## config.mk

```make
export PLATFORM = sky130hd
export DESIGN_NAME = burst_sram
export DESIGN_NICKNAME = d
export VERILOG_FILES = /design/src/rtl/sbsram_pkg.sv /design/src/rtl/sbs_cycle_decode.sv /design/src/rtl/sbs_burst_addr.sv /design/src/rtl/sbs_array.sv /design/src/rtl/burst_sram.sv
export SDC_FILE = /design/constraint.sdc
export NUM_CORES = 2
export LEC_CHECK = 0
export BUFFER_PORTS_ARGS = -buffer_cell sky130_fd_sc_hd__buf_2
export CORE_MARGIN = 4
export CORE_UTILIZATION = 26
export CTS_BUF_LIST = sky130_fd_sc_hd__clkbuf_2 sky130_fd_sc_hd__clkbuf_4 sky130_fd_sc_hd__clkbuf_8
export CTS_CLUSTER_DIAMETER = 100
export CTS_CLUSTER_SIZE = 30
export DETAILED_ROUTE_END_ITERATION = 8
export PLACE_DENSITY_LB_ADDON = 0.2
export SETUP_SLACK_MARGIN = 0.15
export SYNTH_ARGS = -nofsm -noshare
export SYNTH_HDL_FRONTEND = slang
export SYNTH_SLANG_ARGS = --single-unit
```

## constraint.sdc

```tcl
create_clock -name clk -period 2.3 [get_ports clk]
set_input_delay 0.46 -clock clk [delete_from_list [all_inputs] [get_ports clk]]
set_output_delay 0.46 -clock clk [all_outputs]
set_load 0.02 [all_outputs]
```

## src/rtl/sbsram_pkg.sv

```systemverilog
package sbsram_pkg;
  typedef enum logic [1:0] {
    OP_IDLE = 2'd0,
    OP_RD   = 2'd1,
    OP_WR   = 2'd2
  } op_e;
endpackage

```

## src/rtl/sbs_cycle_decode.sv

```systemverilog
module sbs_cycle_decode
  import sbsram_pkg::*;
#(
  parameter int LANES = 4
) (
  input  logic             cpu_n,
  input  logic             ctl_n,
  input  logic             adv_n,
  input  logic             en_n,
  input  logic             sel_hi,
  input  logic             sel_lo_n,
  input  logic             gw_n,
  input  logic             bw_en_n,
  input  logic [LANES-1:0] lane_n,
  input  logic             sleep,
  input  logic             active,
  output logic             load_o,
  output logic             step_o,
  output logic             kill_o,
  output op_e              op_o,
  output logic [LANES-1:0] mask_o
);
  logic             chip_on;
  logic [LANES-1:0] wmask;

  assign chip_on = !en_n && sel_hi && !sel_lo_n;
  assign wmask   = !gw_n ? {LANES{1'b1}} : (!bw_en_n ? ~lane_n : {LANES{1'b0}});

  always_comb begin
    load_o = 1'b0;
    step_o = 1'b0;
    kill_o = 1'b0;
    op_o   = OP_IDLE;
    mask_o = '0;
    if (sleep) begin
      kill_o = 1'b1;
    end else if (!cpu_n && !en_n) begin
      // processor strobe wins over controller strobe, always a read
      if (chip_on) begin
        load_o = 1'b1;
        op_o   = OP_RD;
      end else begin
        kill_o = 1'b1;
      end
    end else if (!ctl_n) begin
      if (chip_on) begin
        load_o = 1'b1;
        mask_o = wmask;
        op_o   = (|wmask) ? OP_WR : OP_RD;
      end else begin
        kill_o = 1'b1;
      end
    end else if (active) begin
      step_o = !adv_n;
      mask_o = wmask;
      op_o   = (|wmask) ? OP_WR : OP_RD;
    end
  end
endmodule

```

## src/rtl/sbs_burst_addr.sv

```systemverilog
module sbs_burst_addr #(
  parameter int ADDR_W     = 6,
  parameter int BURST_BITS = 2
) (
  input  logic              clk,
  input  logic              rst,
  input  logic              load,
  input  logic              step,
  input  logic              kill,
  input  logic              linear,
  input  logic [ADDR_W-1:0] addr_in,
  output logic [ADDR_W-1:0] eff_addr,
  output logic              active
);
  localparam int HI_W = ADDR_W - BURST_BITS;

  logic [HI_W-1:0]       hi_q;
  logic [BURST_BITS-1:0] base_q, cnt_q, cnt_nx, low_w;
  logic                  act_q;

  assign cnt_nx = step ? cnt_q + BURST_BITS'(1) : cnt_q;

  always_comb begin
    if (linear) low_w = base_q + cnt_nx;
    else        low_w = base_q ^ cnt_nx;
  end

  assign eff_addr = load ? addr_in : {hi_q, low_w};
  assign active   = act_q;

  always_ff @(posedge clk) begin
    if (rst) begin
      hi_q   <= '0;
      base_q <= '0;
      cnt_q  <= '0;
      act_q  <= 1'b0;
    end else if (load) begin
      hi_q   <= addr_in[ADDR_W-1:BURST_BITS];
      base_q <= addr_in[BURST_BITS-1:0];
      cnt_q  <= '0;
      act_q  <= 1'b1;
    end else begin
      if (kill) act_q <= 1'b0;
      cnt_q <= cnt_nx;
    end
  end

  // after the last position the count returns to the base
  p_wrap_r7: assert property (@(posedge clk) disable iff (rst)
    (step && !load && cnt_q == '1) |=> (cnt_q == '0))
    else $error("burst count did not wrap");
endmodule

```

## src/rtl/sbs_array.sv

```systemverilog
module sbs_array #(
  parameter int ADDR_W = 6,
  parameter int LANES  = 4,
  parameter int LANE_W = 9
) (
  input  logic                      clk,
  input  logic                      we,
  input  logic                      rd,
  input  logic [LANES-1:0]          mask,
  input  logic [ADDR_W-1:0]         addr,
  input  logic [LANES*LANE_W-1:0]   wdata,
  output logic [LANES*LANE_W-1:0]   rdata
);
  localparam int DEPTH = 1 << ADDR_W;
  localparam int DW    = LANES * LANE_W;

  logic [DW-1:0] mem [DEPTH];

  always_ff @(posedge clk) begin
    if (we) begin
      for (int i = 0; i < LANES; i++) begin
        if (mask[i]) mem[addr][i*LANE_W +: LANE_W] <= wdata[i*LANE_W +: LANE_W];
      end
    end
    if (rd) rdata <= mem[addr];
  end
endmodule

```

## src/rtl/burst_sram.sv

```systemverilog
module burst_sram
  import sbsram_pkg::*;
#(
  parameter int ADDR_W     = 6,
  parameter int LANES      = 4,
  parameter int LANE_W     = 9,
  parameter int BURST_BITS = 2
) (
  input  logic                     clk,
  input  logic                     rst,
  input  logic [ADDR_W-1:0]        addr,
  input  logic                     cpu_strobe_n,
  input  logic                     ctl_strobe_n,
  input  logic                     burst_adv_n,
  input  logic                     chip_en_n,
  input  logic                     chip_sel,
  input  logic                     chip_sel_n,
  input  logic                     wr_all_n,
  input  logic                     wr_bytes_n,
  input  logic [LANES-1:0]         lane_wr_n,
  input  logic                     burst_linear,
  input  logic                     sleep,
  input  logic                     out_en_n,
  input  logic [LANES*LANE_W-1:0]  din,
  output logic [LANES*LANE_W-1:0]  dout,
  output logic                     dout_valid
);
  localparam int DW = LANES * LANE_W;

  logic              load_w, step_w, kill_w, active_w;
  op_e               op_w, op_q;
  logic [LANES-1:0]  mask_w, mask_q;
  logic [ADDR_W-1:0] eff_w, addr_q;
  logic [DW-1:0]     din_q;
  logic              drv_q;

  sbs_cycle_decode #(.LANES(LANES)) dec_i (
    .cpu_n(cpu_strobe_n), .ctl_n(ctl_strobe_n), .adv_n(burst_adv_n),
    .en_n(chip_en_n), .sel_hi(chip_sel), .sel_lo_n(chip_sel_n),
    .gw_n(wr_all_n), .bw_en_n(wr_bytes_n), .lane_n(lane_wr_n),
    .sleep(sleep), .active(active_w),
    .load_o(load_w), .step_o(step_w), .kill_o(kill_w),
    .op_o(op_w), .mask_o(mask_w)
  );

  sbs_burst_addr #(.ADDR_W(ADDR_W), .BURST_BITS(BURST_BITS)) bur_i (
    .clk(clk), .rst(rst), .load(load_w), .step(step_w), .kill(kill_w),
    .linear(burst_linear), .addr_in(addr), .eff_addr(eff_w), .active(active_w)
  );

  // capture stage: one operation per edge
  always_ff @(posedge clk) begin
    if (rst) begin
      op_q   <= OP_IDLE;
      mask_q <= '0;
      drv_q  <= 1'b0;
    end else begin
      op_q   <= op_w;
      mask_q <= mask_w;
      drv_q  <= (op_q == OP_RD);
    end
  end

  always_ff @(posedge clk) begin
    addr_q <= eff_w;
    din_q  <= din;
  end

  sbs_array #(.ADDR_W(ADDR_W), .LANES(LANES), .LANE_W(LANE_W)) mem_i (
    .clk(clk), .we(op_q == OP_WR), .rd(op_q == OP_RD), .mask(mask_q),
    .addr(addr_q), .wdata(din_q), .rdata(dout)
  );

  assign dout_valid = drv_q & ~out_en_n;

  // checker state: port conditions delayed one edge
  logic       sel_ok;
  logic [4:0] watch_q;
  assign sel_ok = !chip_en_n && chip_sel && !chip_sel_n;

  always_ff @(posedge clk) begin
    if (rst) watch_q <= '0;
    else watch_q <= {
      (!sleep && !cpu_strobe_n && !chip_en_n && !chip_sel),
      sleep,
      (!sleep && !ctl_strobe_n && chip_en_n),
      (!sleep && cpu_strobe_n && !ctl_strobe_n && sel_ok && !wr_all_n),
      (!sleep && !cpu_strobe_n && sel_ok)
    };
  end

  p_cpu_read_r3: assert property (@(posedge clk) disable iff (rst)
    watch_q[0] |=> (dout_valid || out_en_n))
    else $error("processor strobe cycle gave no read data");

  p_write_blank_r9: assert property (@(posedge clk) disable iff (rst)
    watch_q[1] |=> !dout_valid)
    else $error("output driven after write cycle");

  p_ctl_desel_r2: assert property (@(posedge clk) disable iff (rst)
    watch_q[2] |=> !dout_valid)
    else $error("controller strobe with enable high did not deselect");

  p_sleep_quiet_r10: assert property (@(posedge clk) disable iff (rst)
    watch_q[3] |=> !dout_valid)
    else $error("output driven after sleep cycle");

  p_single_desel_r12: assert property (@(posedge clk) disable iff (rst)
    watch_q[4] |=> !dout_valid)
    else $error("deselect did not clear output in one cycle");
endmodule

```

# After elaboration in Yosys (flattened, before gate mapping)
# Memory sizes are Yosys's and may differ from the RTL's. A register that Yosys moved wholly into a read port is not among the register bits.
# Cells that the tools add are included.
[totals] output_inout_bits=37 mem_bits_rw=2304 ff_bits=58 in_bits=59 n_memories=1 word_cells=70
[classes] n_eq_ne=2 mux=40 add_sub_neg=2 bitwise_logic=4 n_reduce_logical=12
[mem_list] name="mem_i.mem" words=64 word_bits=36 read_ports=1 rd_ports_with_merged_regs=1 wr=1 line_no="sbs_array.sv:17" source="logic [DW-1:0] mem [DEPTH];"
[op_table] operator="$mux W1" n=27
[op_table] operator="$mux W4" n=5
[op_table] operator="$mux W2" n=7
[op_table] operator="$mux W6" n=1
[op_table] operator="$logic_not A1 Y1" n=4
[op_table] operator="$not A4 Y4" n=1
[op_table] operator="$reduce_or A2 Y1" n=2
[op_table] operator="$reduce_or A4 Y1" n=1
[op_table] operator="$logic_and A1 B1 Y1" n=3
[op_table] operator="$reduce_or A3 Y1" n=1
[op_table] operator="$add A2 B1 Y2 const B" n=1
[op_table] operator="$add A2 B2 Y2" n=1
[op_table] operator="$eq A2 B1 Y1 const B" n=1
[op_table] operator="$eq A2 B2 Y1 const B" n=1
[op_table] operator="$reduce_bool A2 Y1" n=1
[op_table] operator="$xor A2 B2 Y2" n=1
[op_table] operator="$and A1 B1 Y1" n=1
[op_table] operator="$not A1 Y1" n=1

# Depth between registers and ports, before layout
[logic_depth] word_depth=9 depth_mapped=10

# Cells and area by module
# A second synthesis with hierarchy kept.
[unflattened] hier_cells=5342 area_unflattened_um2=91038.6
[modules_own_cells] module="sbs_array" cells_each=5220 n_inst=1 area_each_um2=89423.3
[modules_own_cells] module="burst_sram" cells_each=59 n_inst=1 area_each_um2=1049.8
[modules_own_cells] module="sbs_burst_addr" cells_each=42 n_inst=1 area_each_um2=412.9
[modules_own_cells] module="sbs_cycle_decode" cells_each=21 n_inst=1 area_each_um2=152.6

# Worst setup path after synthesis
# No wires, ideal clock.
[synth_path] path_kind="flip-flop to flip-flop" startpoint="register addr_q[1]" endpoint="memory mem_i.mem[12][0] (netlist name) (enable)" setup_time_ps=374 path_slack_ps=-122 stages_incl_launch_ff=8 required_ps=1926 arrival_ps=2048 n_path_buf=4 period_less_slack_ps=2422 path_cell_list="dfxtp_1 buf_6 buf_12 nor2_2 buf_2 buf_1 nand4_1 nor2_1"
[synth_lines] element="start: declaration" line_no="burst_sram.sv:33" source="logic [ADDR_W-1:0] eff_w, addr_q;"
[synth_lines] element="start signal: assignment" line_no="burst_sram.sv:65" source="addr_q <= eff_w;"
[synth_lines] element="end: declaration" line_no="sbs_array.sv:17"
# No word-level cell before the write port.

# Final worst setup path
[layout_path] startpoint="register mem_i.rdata[8], read port of mem_i.mem" endpoint="output dout[8]"
[layout_lines] element="start: declaration" line_no="sbs_array.sv:12" source="output logic [LANES*LANE_W-1:0] rdata"
[layout_lines] element="end: declaration" line_no="burst_sram.sv:25" source="output logic [LANES*LANE_W-1:0] dout,"
# No word-level cell between the ends.

==> metrics.csv <==
stage,metric,value,unit
synthesis,async_reset_ff_frac,0,
global_route,antenna_found_initial,11,
timing,relSlewSlack,0.3706,
timing,finalCritPeriodShare,1.167,
min_path,hold_class,primary input to flip-flop,
synthesis,synth_edf_count,2340,
clock_network,clkTransAtPathRegs,170,ps
timing,min_period,2683,ps
clock_network,cts_buffers,109,
final_layout,instances_no_fill,10656,
global_route,gr-usage-met1,0.2131,
critical_path,critPathMaxStageDelay,870,ps
run,maxCapViolCount,0,
critical_path,critPathMaxFanout,1,
global_route,grt_remaining_overflow,0,
clock_network,cts.sinks,2398,
critical_path,worstPathBufferInverterCount,1,
clock_network,cts_root_buffer,clkbuf_8,
synthesis,ys_warn_count,0,
floorplanning,io_pins,96,
floorplanning,die_x,600.6,µm
timing,slew_viol_final,0,
global_route,grt_use_met2,0.2682,
outcome,violations,negative setup slack,
routing,detail-route-antenna-nets,0,
floorplanning,die-area,360800,µm²
floorplanning,initial_utilization,0.2611,
routing,viasPerCell,4.738,
synthesis,synth_largest_area_cell,edfxtp_1,
clock_network,h-tree-depth,3,
floorplanning,die-height,600.6,µm
critical_path,worstSetupStartpointType,flip-flop,
global_route,global_route.usage.met3,0.01592,
power_and_ir_drop,leakagePower,37.59,nW
critical_path,cp_top_family,flip-flops,
timing,finalHoldViolations,0,
routing,num_vias,50483,
critical_path,cp-end-kind,output port,
power_and_ir_drop,p_per_area,609.2,nW/µm²
final_layout,synthToLayoutAreaGrowth,29.97,%
critical_path,cp.arrival,2220,ps
synthesis,synth_top_area_frac,0.7695,
synthesis,syn_inst,4710,
outcome,status,"complete, but fails checks",
timing,final.setup.worst_slack,-383.4,ps
synthesis,yosys.cell_types.count,59,
critical_path,path_class,flip-flop to output port,
global_route,grt_max_degree,65,
synthesis,synth_area,91320,µm²
final_layout,drive_above_1_share,0.3849,
routing,drt_iter0_drc,4280,
routing,routedWlPerCell,27.53,µm
floorplanning,fp-row-count,217,
clock_network,cts_tree,built,
timing,maxClockFrequency,372.7,MHz
synthesis,syn_avg_cell_area,19.39,µm²
global_route,grt.busiest_layer,met2,
routing,firstDrtPassIters,5,
synthesis,ys_top_cells_by_area,"edfxtp_1 (77%), mux4_2 (7.1%), mux2i_1 (4.5%)",
synthesis,syn_nets,4770,
global_route,grt.total_usage,0.1554,
synthesis,synth_flop_cell,edfxtp_1,
placement,gp_congestion,0.7885,
critical_path,cp.required,1840,ps
placement,io_buffers,95,
critical_path,crit_path_top_delay_cell,edfxtp_1,
placement,dp.cells,9976,
clock_network,clock_path_buffers,4,
timing,skew,120.4,ps
power_and_ir_drop,ir_drop,0.0004390,V
timing,finalSetupViolCount,1169,
synthesis,yosysMostFrequentCell,edfxtp_1,
routing,wirelength,293400,µm
synthesis,yosys-top-cells-count,"edfxtp_1 (2340), mux2i_1 (412), nor2_1 (367), mux4_2 (286), a221oi_1 (264)",
floorplanning,fp.coreArea,349700,µm²
synthesis,ys_ff_latch,2398,
critical_path,crit_chain,buf_6,
timing,rsz0062_at_grt,true,
global_route,grt_pass1_vias,51208,
final_layout,fin_nets,6038,
timing,tightest_slew,944.1,ps
clock_network,clock_latency,1110,ps
synthesis,ys_seq_area_frac,0.7822,
power_and_ir_drop,power,72.30,mW
routing,drc,0,
global_route,grt_pass1_wl,404800,µm
placement,place_hpwl,185900,µm
## per-layer routing
layer | part of all wire | wire length, µm | vias to the layer above
li1 | - | - | 21896
met1 | 0.44 | 128000 | 27196
met2 | 0.50 | 146700 | 1132
met3 | 0.041 | 12130 | 259
met4 | 0.022 | 6493 | 0
met5 | 0 | 0 | -
## what timing repair did
action / 4_1_cts / 5_1_grt
resized for setup: 1048 / 398
setup endpoints to repair: 2074 / 2005
hold buffers: 100 / 0
hold endpoints to repair: 58 / 0
cloned: 93 / 34
setup buffers: 179 / 85
pin swaps: 143 / 132
## per-stage QoR
stage	TNS, ps	cell area [µm²]	setup WS (ps)	util	hold slack (ps)
2_1_floorplan	-73510	91370	-106.4	-	411.5
3_3_place_gp	-295070	105400	-657.3	0.3013	424.3
3_5_place_dp	-312680	105400	-689.7	0.3013	424.3
4_1_cts	-66000	116000	-439.0	0.3318	4.320
5_1_grt	-167860	118700	-443.3	0.3394	11.06
6_report	-118940	118700	-383.4	0.3394	23.64
## sequential cells by signal (all words and copies together), names as in the netlist
register	count
mem_i.mem	2304
din_q	36
mem_i.rdata	36
addr_q	6
bur_i.hi_q	4
mask_q	4
bur_i.base_q	2
bur_i.cnt_q	2
op_q	2
bur_i.active	1
drv_q	1
## kinds of logic (layout without fill, tap and decap cells)
kind of cell / after synthesis / in the layout / share of synthesized area
flops: 2398 / 2398 / 0.7822
fa+ha+maj: 1 / 1 / 0.0001370
other cells: 0 / 8 / 0
xor+xnor: 4 / 4 / 0.0003837
compound gates: 710 / 710 / 0.05736
mux: 712 / 712 / 0.1174
simple gates: 567 / 567 / 0.02632
buf+inv: 318 / 1657 / 0.01617
## power by group
| part | total (mW) | switching [mW] | internal [mW] |
|---|---|---|---|
| sequential | 48.2 | 0.279 | 47.9 |
| combinational | 4.12 | 2.25 | 1.87 |
| clock | 20.0 | 13.9 | 6.09 |
| total | 72.3 | 16.4 | 55.9 |
## layout by cell type (no fill, tap or decap), types with 18 or more instances in the layout
cell type	netlist	routed
a221oi_1	264	254
a22oi_1	51	29
a22oi_2	0	22
buf_12	1	263
buf_16	0	51
buf_2	138	70
buf_4	11	538
buf_6	7	367
buf_8	0	69
clkbuf_8	0	113
dfxtp_1	58	18
dfxtp_2	0	37
dlygate4sd3_1	0	99
edfxtp_1	2340	2340
mux2i_1	412	358
mux2i_2	0	35
mux2i_4	0	19
mux4_2	286	286
nand2_1	99	52
nand2_4	0	31
nand4_1	40	40
nor2_1	367	148
nor2_2	2	57
nor2_4	1	165
o21ai_0	126	97
o21ai_1	8	35
o22a_1	68	68
o22ai_1	132	80
o22ai_2	0	39
## path summary, 6_finish.rpt
check	to	cells past startpoint	start	slack, ps
worst max register to register	mem_i.rdata[2]$_DFFE_PP_	12	addr_q[0]$_DFF_P_	-330
worst min register to register	bur_i.hi_q[2]$_SDFFE_PP0P_	3	bur_i.hi_q[2]$_SDFFE_PP0P_	580
worst min-delay path	bur_i.hi_q[2]$_SDFFE_PP0P_	6	chip_en_n	20
worst max-delay path	dout[8]	1	mem_i.rdata[8]$_DFFE_PP_	-380
## layout make-up
type	instances	area, µm²
multi-input cells	1994	21380
clock buffers	124	1638
inverters	6	38.79
repair buffers	1469	17580
well taps	4599	5754
diodes	8	20.02
flip-flops and latches	2398	71490
clock inverters	58	785.8
fillers	33037	231000
No activity file was read; power rests on OpenSTA's default activity.
